## src/rtl/crb_pkg.sv

```systemverilog
package crb_pkg;
  localparam int unsigned DATA_W = 32;
  localparam int unsigned ADDR_W = 7;
  localparam logic [DATA_W-1:0] KEY0_VAL = 32'h68EF3490;
  localparam logic [DATA_W-1:0] KEY1_VAL = 32'hD172BC5A;
  localparam logic [5:0] OFF_KEY_BASE = 6'h10;
  localparam logic [5:0] OFF_CLAIM    = 6'h20;

  typedef enum logic [1:0] {
    REJ_NONE    = 2'd0,
    REJ_LOCKED  = 2'd1,
    REJ_CLAIMED = 2'd2
  } rej_e;

  typedef enum logic [1:0] {
    LK_LOCKED = 2'd0,
    LK_ARMED  = 2'd1,
    LK_OPEN   = 2'd2
  } lock_st_e;
endpackage

```

## src/rtl/crb_key_lock.sv

```systemverilog
module crb_key_lock
  import crb_pkg::*;
(
  input  logic              clk_i,
  input  logic              rst_ni,
  input  logic              key0_we_i,
  input  logic              key1_we_i,
  input  logic [DATA_W-1:0] wdata_i,
  output logic              unlocked_o
);
  lock_st_e st_q, st_d;

  // any key write that does not finish the pair drops back to locked
  always_comb begin
    st_d = st_q;
    if (key0_we_i)
      st_d = (wdata_i == KEY0_VAL) ? LK_ARMED : LK_LOCKED;
    else if (key1_we_i)
      st_d = (st_q == LK_ARMED && wdata_i == KEY1_VAL) ? LK_OPEN : LK_LOCKED;
  end

  always_ff @(posedge clk_i or negedge rst_ni) begin
    if (!rst_ni) st_q <= LK_LOCKED;
    else         st_q <= st_d;
  end

  assign unlocked_o = (st_q == LK_OPEN);

  p_open_needs_key1_r2: assert property (@(posedge clk_i) disable iff (!rst_ni)
    $rose(unlocked_o) |-> ($past(key1_we_i) && $past(wdata_i) == KEY1_VAL));

  p_key0_relocks_r3: assert property (@(posedge clk_i) disable iff (!rst_ni)
    key0_we_i |=> !unlocked_o);
endmodule

```

## src/rtl/crb_claim_reg.sv

```systemverilog
module crb_claim_reg #(
  parameter int unsigned NUM_REGS = 8
) (
  input  logic                clk_i,
  input  logic                rst_ni,
  input  logic                we_i,
  input  logic [NUM_REGS-1:0] wdata_i,
  output logic [NUM_REGS-1:0] claim_o
);
  always_ff @(posedge clk_i or negedge rst_ni) begin
    if (!rst_ni)   claim_o <= '0;
    else if (we_i) claim_o <= wdata_i;
  end

  p_claim_change_needs_we_r7: assert property (@(posedge clk_i) disable iff (!rst_ni)
    !$stable(claim_o) |-> $past(we_i));
endmodule

```

## src/rtl/crb_write_gate.sv

```systemverilog
module crb_write_gate
  import crb_pkg::*;
#(
  parameter int unsigned NUM_PART      = 2,
  parameter int unsigned REGS_PER_PART = 4,
  localparam int unsigned NUM_REGS = NUM_PART * REGS_PER_PART,
  localparam int unsigned IDX_W    = (NUM_REGS > 1) ? $clog2(NUM_REGS) : 1,
  localparam int unsigned PART_W   = (NUM_PART > 1) ? $clog2(NUM_PART) : 1,
  localparam int unsigned RP_W     = $clog2(REGS_PER_PART)
) (
  input  logic                valid_i,
  input  logic                write_i,
  input  logic [ADDR_W-1:0]   addr_i,
  input  logic [NUM_PART-1:0] unlocked_i,
  input  logic [NUM_REGS-1:0] claim_i,
  output logic                hit_data_o,
  output logic                hit_key_o,
  output logic                hit_claim_o,
  output logic [IDX_W-1:0]    data_idx_o,
  output logic [PART_W-1:0]   data_part_o,
  output logic [PART_W-1:0]   key_part_o,
  output logic [NUM_REGS-1:0] data_we_o,
  output logic                claim_we_o,
  output logic [NUM_PART-1:0] key0_we_o,
  output logic [NUM_PART-1:0] key1_we_o,
  output rej_e                rej_o
);
  localparam logic [5:0] NREG_OFF  = 6'(NUM_REGS);
  localparam logic [2:0] NPART_OFF = 3'(NUM_PART);

  logic [5:0] off;
  logic       priv, wr;

  assign off  = addr_i[5:0];
  assign priv = addr_i[ADDR_W-1];
  assign wr   = valid_i & write_i;

  assign hit_data_o  = (off < NREG_OFF);
  assign hit_key_o   = (off[5:4] == OFF_KEY_BASE[5:4]) && (off[3:1] < NPART_OFF);
  assign hit_claim_o = (off == OFF_CLAIM);
  assign data_idx_o  = off[IDX_W-1:0];
  assign data_part_o = PART_W'(data_idx_o >> RP_W);
  assign key_part_o  = PART_W'(off[3:1]);

  // claim is checked before the lock
  always_comb begin
    rej_o = REJ_NONE;
    if (wr) begin
      if (hit_data_o) begin
        if (claim_i[data_idx_o] && !priv) rej_o = REJ_CLAIMED;
        else if (!unlocked_i[data_part_o]) rej_o = REJ_LOCKED;
      end else if (hit_claim_o && !priv) begin
        rej_o = REJ_CLAIMED;
      end
    end
  end

  always_comb begin
    data_we_o = '0;
    key0_we_o = '0;
    key1_we_o = '0;
    if (wr && hit_data_o && rej_o == REJ_NONE) data_we_o[data_idx_o] = 1'b1;
    if (wr && hit_key_o) begin
      if (off[0]) key1_we_o[key_part_o] = 1'b1;
      else        key0_we_o[key_part_o] = 1'b1;
    end
  end

  assign claim_we_o = wr && hit_claim_o && priv;

  always_comb begin
    a_single_target_r11: assert ($countones({hit_data_o, hit_key_o, hit_claim_o}) <= 1);
  end
endmodule

```

## src/rtl/ctrl_reg_bank.sv

```systemverilog
module ctrl_reg_bank
  import crb_pkg::*;
#(
  parameter int unsigned NUM_PART      = 2,
  parameter int unsigned REGS_PER_PART = 4,
  parameter logic [31:0] RST_SEED      = 32'hA500_0000
) (
  input  logic        clk_i,
  input  logic        rst_ni,
  input  logic        req_valid_i,
  input  logic        req_write_i,
  input  logic [6:0]  req_addr_i,
  input  logic [31:0] req_wdata_i,
  output logic        rsp_valid_o,
  output logic [31:0] rsp_rdata_o,
  output logic        rsp_err_o,
  output logic [1:0]  rsp_reason_o
);
  localparam int unsigned NUM_REGS = NUM_PART * REGS_PER_PART;
  localparam int unsigned IDX_W    = (NUM_REGS > 1) ? $clog2(NUM_REGS) : 1;
  localparam int unsigned PART_W   = (NUM_PART > 1) ? $clog2(NUM_PART) : 1;

  logic [NUM_REGS-1:0][DATA_W-1:0] data_q;
  logic [NUM_PART-1:0] unlocked, key0_we, key1_we;
  logic [NUM_REGS-1:0] claim, data_we;
  logic                claim_we, hit_data, hit_key, hit_claim;
  logic [IDX_W-1:0]    data_idx;
  logic [PART_W-1:0]   data_part, key_part;
  rej_e                rej;
  logic [DATA_W-1:0]   rdata_d;
  logic                wr;

  assign wr = req_valid_i & req_write_i;

  crb_write_gate #(
    .NUM_PART(NUM_PART), .REGS_PER_PART(REGS_PER_PART)
  ) u_gate (
    .valid_i(req_valid_i), .write_i(req_write_i), .addr_i(req_addr_i),
    .unlocked_i(unlocked), .claim_i(claim),
    .hit_data_o(hit_data), .hit_key_o(hit_key), .hit_claim_o(hit_claim),
    .data_idx_o(data_idx), .data_part_o(data_part), .key_part_o(key_part),
    .data_we_o(data_we), .claim_we_o(claim_we),
    .key0_we_o(key0_we), .key1_we_o(key1_we), .rej_o(rej)
  );

  for (genvar p = 0; p < NUM_PART; p++) begin : g_part
    crb_key_lock u_lock (
      .clk_i(clk_i), .rst_ni(rst_ni),
      .key0_we_i(key0_we[p]), .key1_we_i(key1_we[p]),
      .wdata_i(req_wdata_i), .unlocked_o(unlocked[p])
    );
  end

  crb_claim_reg #(.NUM_REGS(NUM_REGS)) u_claim (
    .clk_i(clk_i), .rst_ni(rst_ni), .we_i(claim_we),
    .wdata_i(req_wdata_i[NUM_REGS-1:0]), .claim_o(claim)
  );

  always_ff @(posedge clk_i or negedge rst_ni) begin
    if (!rst_ni) begin
      for (int i = 0; i < NUM_REGS; i++) data_q[i] <= RST_SEED | DATA_W'(i);
    end else begin
      for (int i = 0; i < NUM_REGS; i++)
        if (data_we[i]) data_q[i] <= req_wdata_i;
    end
  end

  always_comb begin
    rdata_d = '0;
    if (req_valid_i && !req_write_i) begin
      if (hit_data)       rdata_d = data_q[data_idx];
      else if (hit_key)   rdata_d = DATA_W'(unlocked[key_part]);
      else if (hit_claim) rdata_d = DATA_W'(claim);
    end
  end

  always_ff @(posedge clk_i or negedge rst_ni) begin
    if (!rst_ni) begin
      rsp_valid_o  <= 1'b0;
      rsp_rdata_o  <= '0;
      rsp_err_o    <= 1'b0;
      rsp_reason_o <= REJ_NONE;
    end else begin
      rsp_valid_o  <= req_valid_i;
      rsp_rdata_o  <= rdata_d;
      rsp_err_o    <= wr && (rej != REJ_NONE);
      rsp_reason_o <= wr ? rej : REJ_NONE;
    end
  end

  p_rsp_follows_req_r9: assert property (@(posedge clk_i) disable iff (!rst_ni)
    req_valid_i |=> rsp_valid_o);

  p_err_has_reason_r9: assert property (@(posedge clk_i) disable iff (!rst_ni)
    rsp_err_o |-> (rsp_valid_o && rsp_reason_o != REJ_NONE));

  p_read_no_err_r8: assert property (@(posedge clk_i) disable iff (!rst_ni)
    (req_valid_i && !req_write_i) |=> !rsp_err_o);

  p_reject_keeps_data_r4: assert property (@(posedge clk_i) disable iff (!rst_ni)
    (wr && rej != REJ_NONE) |=> ($stable(data_q) && $stable(claim)));

  p_normal_claimed_r5: assert property (@(posedge clk_i) disable iff (!rst_ni)
    (wr && hit_data && !req_addr_i[6] && claim[data_idx])
      |=> (rsp_err_o && rsp_reason_o == REJ_CLAIMED));

  p_priv_locked_r10: assert property (@(posedge clk_i) disable iff (!rst_ni)
    (wr && hit_data && req_addr_i[6] && !unlocked[data_part])
      |=> (rsp_err_o && rsp_reason_o == REJ_LOCKED));
endmodule

```

## config.mk

```make
export PLATFORM = sky130hd
export DESIGN_NAME = ctrl_reg_bank
export DESIGN_NICKNAME = d
export VERILOG_FILES = /design/src/rtl/crb_pkg.sv /design/src/rtl/crb_key_lock.sv /design/src/rtl/crb_claim_reg.sv /design/src/rtl/crb_write_gate.sv /design/src/rtl/ctrl_reg_bank.sv
export SDC_FILE = /design/constraint.sdc
export NUM_CORES = 1
export LEC_CHECK = 0
export CAP_MARGIN = 20
export CORE_AREA = 2 2 157 159
export CTS_BUF_LIST = sky130_fd_sc_hd__clkbuf_16
export CTS_CLUSTER_SIZE = 40
export DETAILED_ROUTE_END_ITERATION = 10
export DIE_AREA = 0 0 159 161
export DONT_BUFFER_PORTS = 1
export PLACE_DENSITY_LB_ADDON = 0.05
export SETUP_SLACK_MARGIN = 0.05
export SYNTH_ARGS = -nofsm -noshare
export SYNTH_HDL_FRONTEND = slang
export SYNTH_SLANG_ARGS = --single-unit
```

## constraint.sdc

```tcl
create_clock -name clk_i -period 2 [get_ports clk_i]
set_clock_uncertainty 0.2 [all_clocks]
set_input_delay 0.3 -clock clk_i [delete_from_list [all_inputs] [get_ports clk_i]]
set_output_delay 0.3 -clock clk_i [all_outputs]
set_load 0.005 [all_outputs]
```

Word-level counts from Yosys, hierarchy flattened
Index checks and enable logic that the tools add are counted.
- bits in registers: 304
- latch bits: 0
- memory bits (writable): 0
- ROM bits: 0
- input port bits: 43
- logic and storage cells: 85
- memories: 0
- add/subtract/negate cells: 0
- multiply operators: 0
- divide/modulo/power cells: 0
- magnitude comparators: 7
- eq/ne operators: 8
- shifts and indexed selects: 0
- multiplexer cells: 34
- bitwise operators: 1
- reductions and logical operators: 20
- operators with widths (kind ; number):
    32-bit binary-select mux with 3-bit select ; 1
    32-bit two-way mux ; 3
    32-bit by 31-bit equality test with 1-bit output (second input constant) ; 1
    32-bit equality test (second input constant) ; 1
    2-bit two-way mux ; 15
    8-bit two-way mux ; 3
    1-bit logical AND ; 14
    1-bit two-way mux ; 9
    2-bit by 1-bit equality test with 1-bit output (second input constant) ; 3
    6-bit equality test (second input constant) ; 1
    6-bit by 4-bit < comparator with 1-bit output (second input constant) ; 1
    2-bit nonzero test ; 3
    2-bit equality test (second input constant) ; 2
    1-bit by 2-bit < comparator with 1-bit output (second input constant) ; 2
    3-bit by 4-bit < comparator with 1-bit output (second input constant) ; 1
    1-bit binary-select mux with 3-bit select ; 1
    1-bit demux with 3-bit select ; 1
    3-bit by 1-bit >= comparator with 1-bit output (second input constant) ; 1
    3-bit by 2-bit < comparator with 1-bit output (second input constant) ; 1
    1-bit zero test ; 2
    2-bit zero test ; 1
    1-bit AND ; 1
    1-bit demux with 1-bit select ; 1
    1-bit >= comparator (second input constant) ; 1

Depth between registers and ports, before layout
- depth after elaboration: 10
- depth in mapped cells: 7

Cells and area by module
Synthesis repeated with hierarchy kept, for this count alone.
- cells, all modules: 880
- area, all modules: 13822.0 um^2
- by module, submodules not included (module ; times used ; cells each ; area an instance (um^2) ; sequential area each (um^2)):
    ctrl_reg_bank ; 1 ; 763 ; 12612.1 ; 7362.1
    crb_key_lock ; 2 ; 25 ; 255.2 ; 50.0
    crb_write_gate ; 1 ; 50 ; 367.9 ; 0.0
    crb_claim_reg ; 1 ; 17 ; 331.6 ; 200.2

Worst setup path before layout
No wires, ideal clock.
- path type: input to register
- from: input req_addr_i[4]
- to: register data_q[136] in the netlist's numbering
- setup time: 0.125 ns
- arrival time: 1.982 ns
- required time: 1.675 ns
- slack: -0.307 ns
- cell stages on the path: 5
- buffers on the path: 1
- path through: or3_4 > or3_4 > a2111oi_4 > buf_6 > mux2_2
- longest elaborated chain between the ends: 8
- elaborated cells on any way between the ends: 10
- ends and longest elaborated chain (item ; RTL line ; text):
    from (decl) ; ctrl_reg_bank.sv:12 ; input logic [6:0] req_addr_i,
    branches (longest 6 deep; another with 6-bit by 4-bit < comparator with 1-bit output) ; -- ;
    1-bit logical AND * ; crb_write_gate.sv:62 ; if (wr && hit_data_o && rej_o == REJ_NONE) data_we_o[data_idx_o] = 1'b1;
    8-bit two-way mux * ; crb_write_gate.sv:62 ;
    to (signal, indexed assignment) ; ctrl_reg_bank.sv:64 ; if (data_we[i]) data_q[i] <= req_wdata_i;
    to (decl) ; ctrl_reg_bank.sv:23 ; logic [NUM_REGS-1:0][DATA_W-1:0] data_q;
Mark *: on every way between the ends.
A chain may end at the register's enable or synchronous reset.

Worst setup path after layout
- from: register u_claim.claim_o[1]
- to: register data_q[222] in the netlist's numbering
- longest elaborated chain between the ends: 9
- ends and longest elaborated chain (item ; RTL line ; text):
    from (decl) ; crb_claim_reg.sv:8 ; output logic [NUM_REGS-1:0] claim_o
    from (signal assigned) ; crb_claim_reg.sv:12 ; else if (we_i) claim_o <= wdata_i;
    1-bit binary-select mux with 3-bit select ; crb_write_gate.sv:50 ; if (claim_i[data_idx_o] && !priv) rej_o = REJ_CLAIMED;
    1-bit two-way mux (not written as such) ; crb_write_gate.sv:50 ;
    1-bit logical AND ; crb_write_gate.sv:50 ;
    2-bit two-way mux ; crb_write_gate.sv:50 ;
    2-bit two-way mux ; crb_write_gate.sv:49 ; if (hit_data_o) begin
    2-bit two-way mux ; crb_write_gate.sv:48 ; if (wr) begin
    2-bit zero test ; crb_write_gate.sv:62 ;
    1-bit logical AND ; crb_write_gate.sv:62 ;
    8-bit two-way mux ; crb_write_gate.sv:62 ;
No other way between the ends. The select of a mux whose other input is x is not followed.

==> flow_metrics.tcl <==
set metrics [dict create \
    post_drt_wl_per_cell_um 27.90 \
    required_ns 2.17 \
    post-route-min-period_ns 2.245 \
    multi_input_area_sq_um 6206 \
    synth_fa_ha_area_frac 0 \
    antenna_found_initial 0 \
    grt_pass1_vias 8772 \
    drive_above_1_share 0.5393 \
    cts_sinks 304 \
    root_buffer "clkbuf_16" \
    period_share 1.122 \
    synth_xor_area_frac 0 \
    grt_pass1_wl_mm 54.76 \
    ant_nets 0 \
    synth_top_family_by_area "multiplexers" \
    syn_area_sq_um 13520 \
    synth_fp_nets 893 \
    ioPinCount 79 \
    gp_congestion 0.8019 \
    synthMuxAreaShare 0.3551 \
    grt.total_usage 0.2847 \
    yosys_register_bits 304 \
    yosys-top-cells-area "dfrtp_1 (48%), mux2_2 (22%), mux4_2 (11%)" \
    synth_compound_area_frac 0.01768 \
    hpwlAfterDp_mm 16.91 \
    cts_buffer_depth 3 \
    synth_edf_count 0 \
    fill_cells 1558 \
    ir_drop_v 0.0005264 \
    nets 972 \
    cts_tree "built" \
    drt_iter0_drc 562 \
    leakagePower_nw 7.932 \
    die_h_um 161 \
    synthDistinctLibCells 47 \
    portBuffers 0 \
    setup_slack_ns -0.2447 \
    place_ws_ns -0.3196 \
    ys_top_cells_by_count "mux2_2 (263), dfrtp_1 (260), mux4_2 (65)" \
    drcViolationCount 0 \
    critPathKind "flop to flop" \
    cts_made_buffers 34 \
    n_antenna_cell 0 \
    netlist_instances 850 \
    drv_cap 0 \
    status "complete, but fails checks" \
    timing.slew.headroom 0.4303 \
    violations "hold timing, setup timing" \
    yosysMostFrequentCell "mux2_2" \
    die_area_sq_um 25600 \
    seq_area_frac_synth 0.5669 \
    worstMarginPinSlew_ns 0.8545 \
    routed_wl_mm 35.62 \
    die_w_um 159 \
    cp-end-kind "flop" \
    yosys.area_share.simple 0.03444 \
    finalHoldViolCount 306 \
    grt_overflow_total 0 \
    fp-row-count 57 \
    clk_pin_slew_worst_paths_ns 0.06 \
    cp-start-kind "flop" \
    yosysTopAreaCellShare 0.4814 \
    finalSetupViolCount 191 \
    yosysTopAreaCell "dfrtp_1" \
    insertion_delay_ns 0.51 \
    drt_pass1_iterations 5 \
    fmaxAchievable_mhz 445.5 \
    routed_via_density 6.196 \
    seq_area_sq_um 7662 \
    core_sq_um 23960 \
    synth_ff_type "dfrtp_1" \
    utilization 0.7019 \
    crit_arrival_ns 2.42 \
    rsz0062_at_grt "true" \
    start_util 0.5640 \
    synth.avg_cell_area_sq_um 15.90 \
    crit_fanout 8 \
    htreeDepth 2 \
    min_path_type "input port to async pin" \
    p_per_area_nw_per_um2 736.1 \
    yosys_warnings 0 \
    hold_ws_ns -0.7069 \
    area_growth_pct 24.45 \
    slew_viol_final 0 \
    grt_max_degree 305 \
    vias 7912 \
    async_reset_ff_frac 1.000 \
]
[path summary, 6_finish.rpt]
| check | slack [ns] | from | end | cells after the start |
|---|---|---|---|---|
| min in group clk_i | -0.02 | req_addr_i[5] | g_part[1].u_lock.st_q[1]$_DFFE_PN0P_ | 4 |
| max | -0.24 | u_claim.claim_o[1]$_DFFE_PN0P_ | data_q[222]$_DFFE_PN0P_ | 6 |
| max reg2reg | -0.24 | u_claim.claim_o[1]$_DFFE_PN0P_ | data_q[222]$_DFFE_PN0P_ | 6 |
| min | -0.71 | rst_ni | rsp_rdata_o[10]$_DFF_PN0_ | 0 |
| max in group asynchronous | 1.58 | rst_ni | data_q[81]$_DFFE_PN0P_ | 0 |
| min reg2reg | 0.30 | data_q[187]$_DFFE_PN0P_ | data_q[187]$_DFFE_PN0P_ | 1 |
[registers in the layout, summed over array words and instances (netlist names)]
name and count:
g_part.u_lock.st_q 4, rsp_err_o 1, data_q 256, rsp_valid_o 1, rsp_reason_o 2, u_claim.claim_o 8
rsp_rdata_o 32
[layer usage]
metal  GRT usage  up-vias  part of all wire
li1            -     3329                 -
met1      0.3950     4268              0.41
met2      0.4609      251              0.48
met3     0.06317       64             0.071
met4     0.07934        0             0.032
met5           0        -                 0
[cells by family after synthesis]
group,Yosys count
AOI/OAI and AO/OA,25
buffers and inverters,73
DFF,304
muxes,365
and+or+nand+nor,83
[worst max-delay path, stage by stage, from the launching register on]
cell and delay (ns):
dfrtp_1 0.41, mux2i_4 0.19, a221oi_4 0.10, buf_12 0.15, a2111o_2 0.54, clkbuf_16 0.23, mux2_4 0.30
[metrics by stage]
stage / instance area (sq um) / setup TNS, ns / std cells / total power (W)
2_1_floorplan: 13760 / -12.05 / 850 / 0.006540
3_3_place_gp: 14170 / -28.26 / 1143 / 0.006446
3_5_place_dp: 14170 / -31.57 / 1143 / 0.006448
4_1_cts: 16740 / -20.92 / 1273 / 0.01246
5_1_grt: 16820 / -36.02 / 1277 / 0.01279
6_report: 16820 / -25.97 / 1277 / 0.01238
[layout by cell type, fill, tap and decap left out, types with 2 or more instances in the layout]
| cell | n |
|---|---|
| o2bb2ai_1 | 7 |
| nor4bb_1 | 4 |
| nand3b_1 | 4 |
| nor4b_2 | 2 |
| nand2b_1 | 3 |
| dlygate4sd3_1 | 31 |
| or3_4 | 2 |
| nand2_1 | 7 |
| clkinv_2 | 4 |
| buf_16 | 10 |
| buf_12 | 21 |
| o21ai_0 | 4 |
| mux2_2 | 108 |
| mux2_4 | 158 |
| clkbuf_16 | 37 |
| bufinv_16 | 2 |
| nor2b_2 | 2 |
| nor3_4 | 2 |
| dlymetal6s4s_1 | 8 |
| buf_6 | 7 |
| clkinv_1 | 6 |
| inv_1 | 14 |
| a21o_1 | 2 |
| nand4_1 | 5 |
| buf_4 | 33 |
| dfstp_2 | 44 |
| nand3_1 | 6 |
| or4_1 | 2 |
| mux4_2 | 65 |
| and4b_1 | 2 |
| dfrtp_1 | 260 |
| mux2i_1 | 32 |
| nor2_1 | 30 |
[cell type report]
type / count / share of cell area
clock buffer: 35 / 0.05207
clock inverter: 25 / 0.009596
inverter: 3 / 0.0006695
multi-input combinational: 473 / 0.3690
sequential: 304 / 0.4556
tap: 324 / 0.02410
timing repair buffer: 113 / 0.08904
[report_power, final]
part	internal, W	total (W)	switching, W
sequential	0.00617	0.00618	0.00000895
clock	0.00342	0.00580	0.00238
combinational	0.000199	0.000405	0.000206
[repair_timing]
item / CTS / global route
endpoints found under the hold margin: 608 / 315
pin swaps: 6 / 3
setup endpoints to repair: 189 / 261
buffers inserted: 17 / 6
gates cloned: 13 / 2
gates resized for setup: 157 / 26
hold buffers: 40 / 2
No activity file was read; power rests on OpenSTA's default activity.
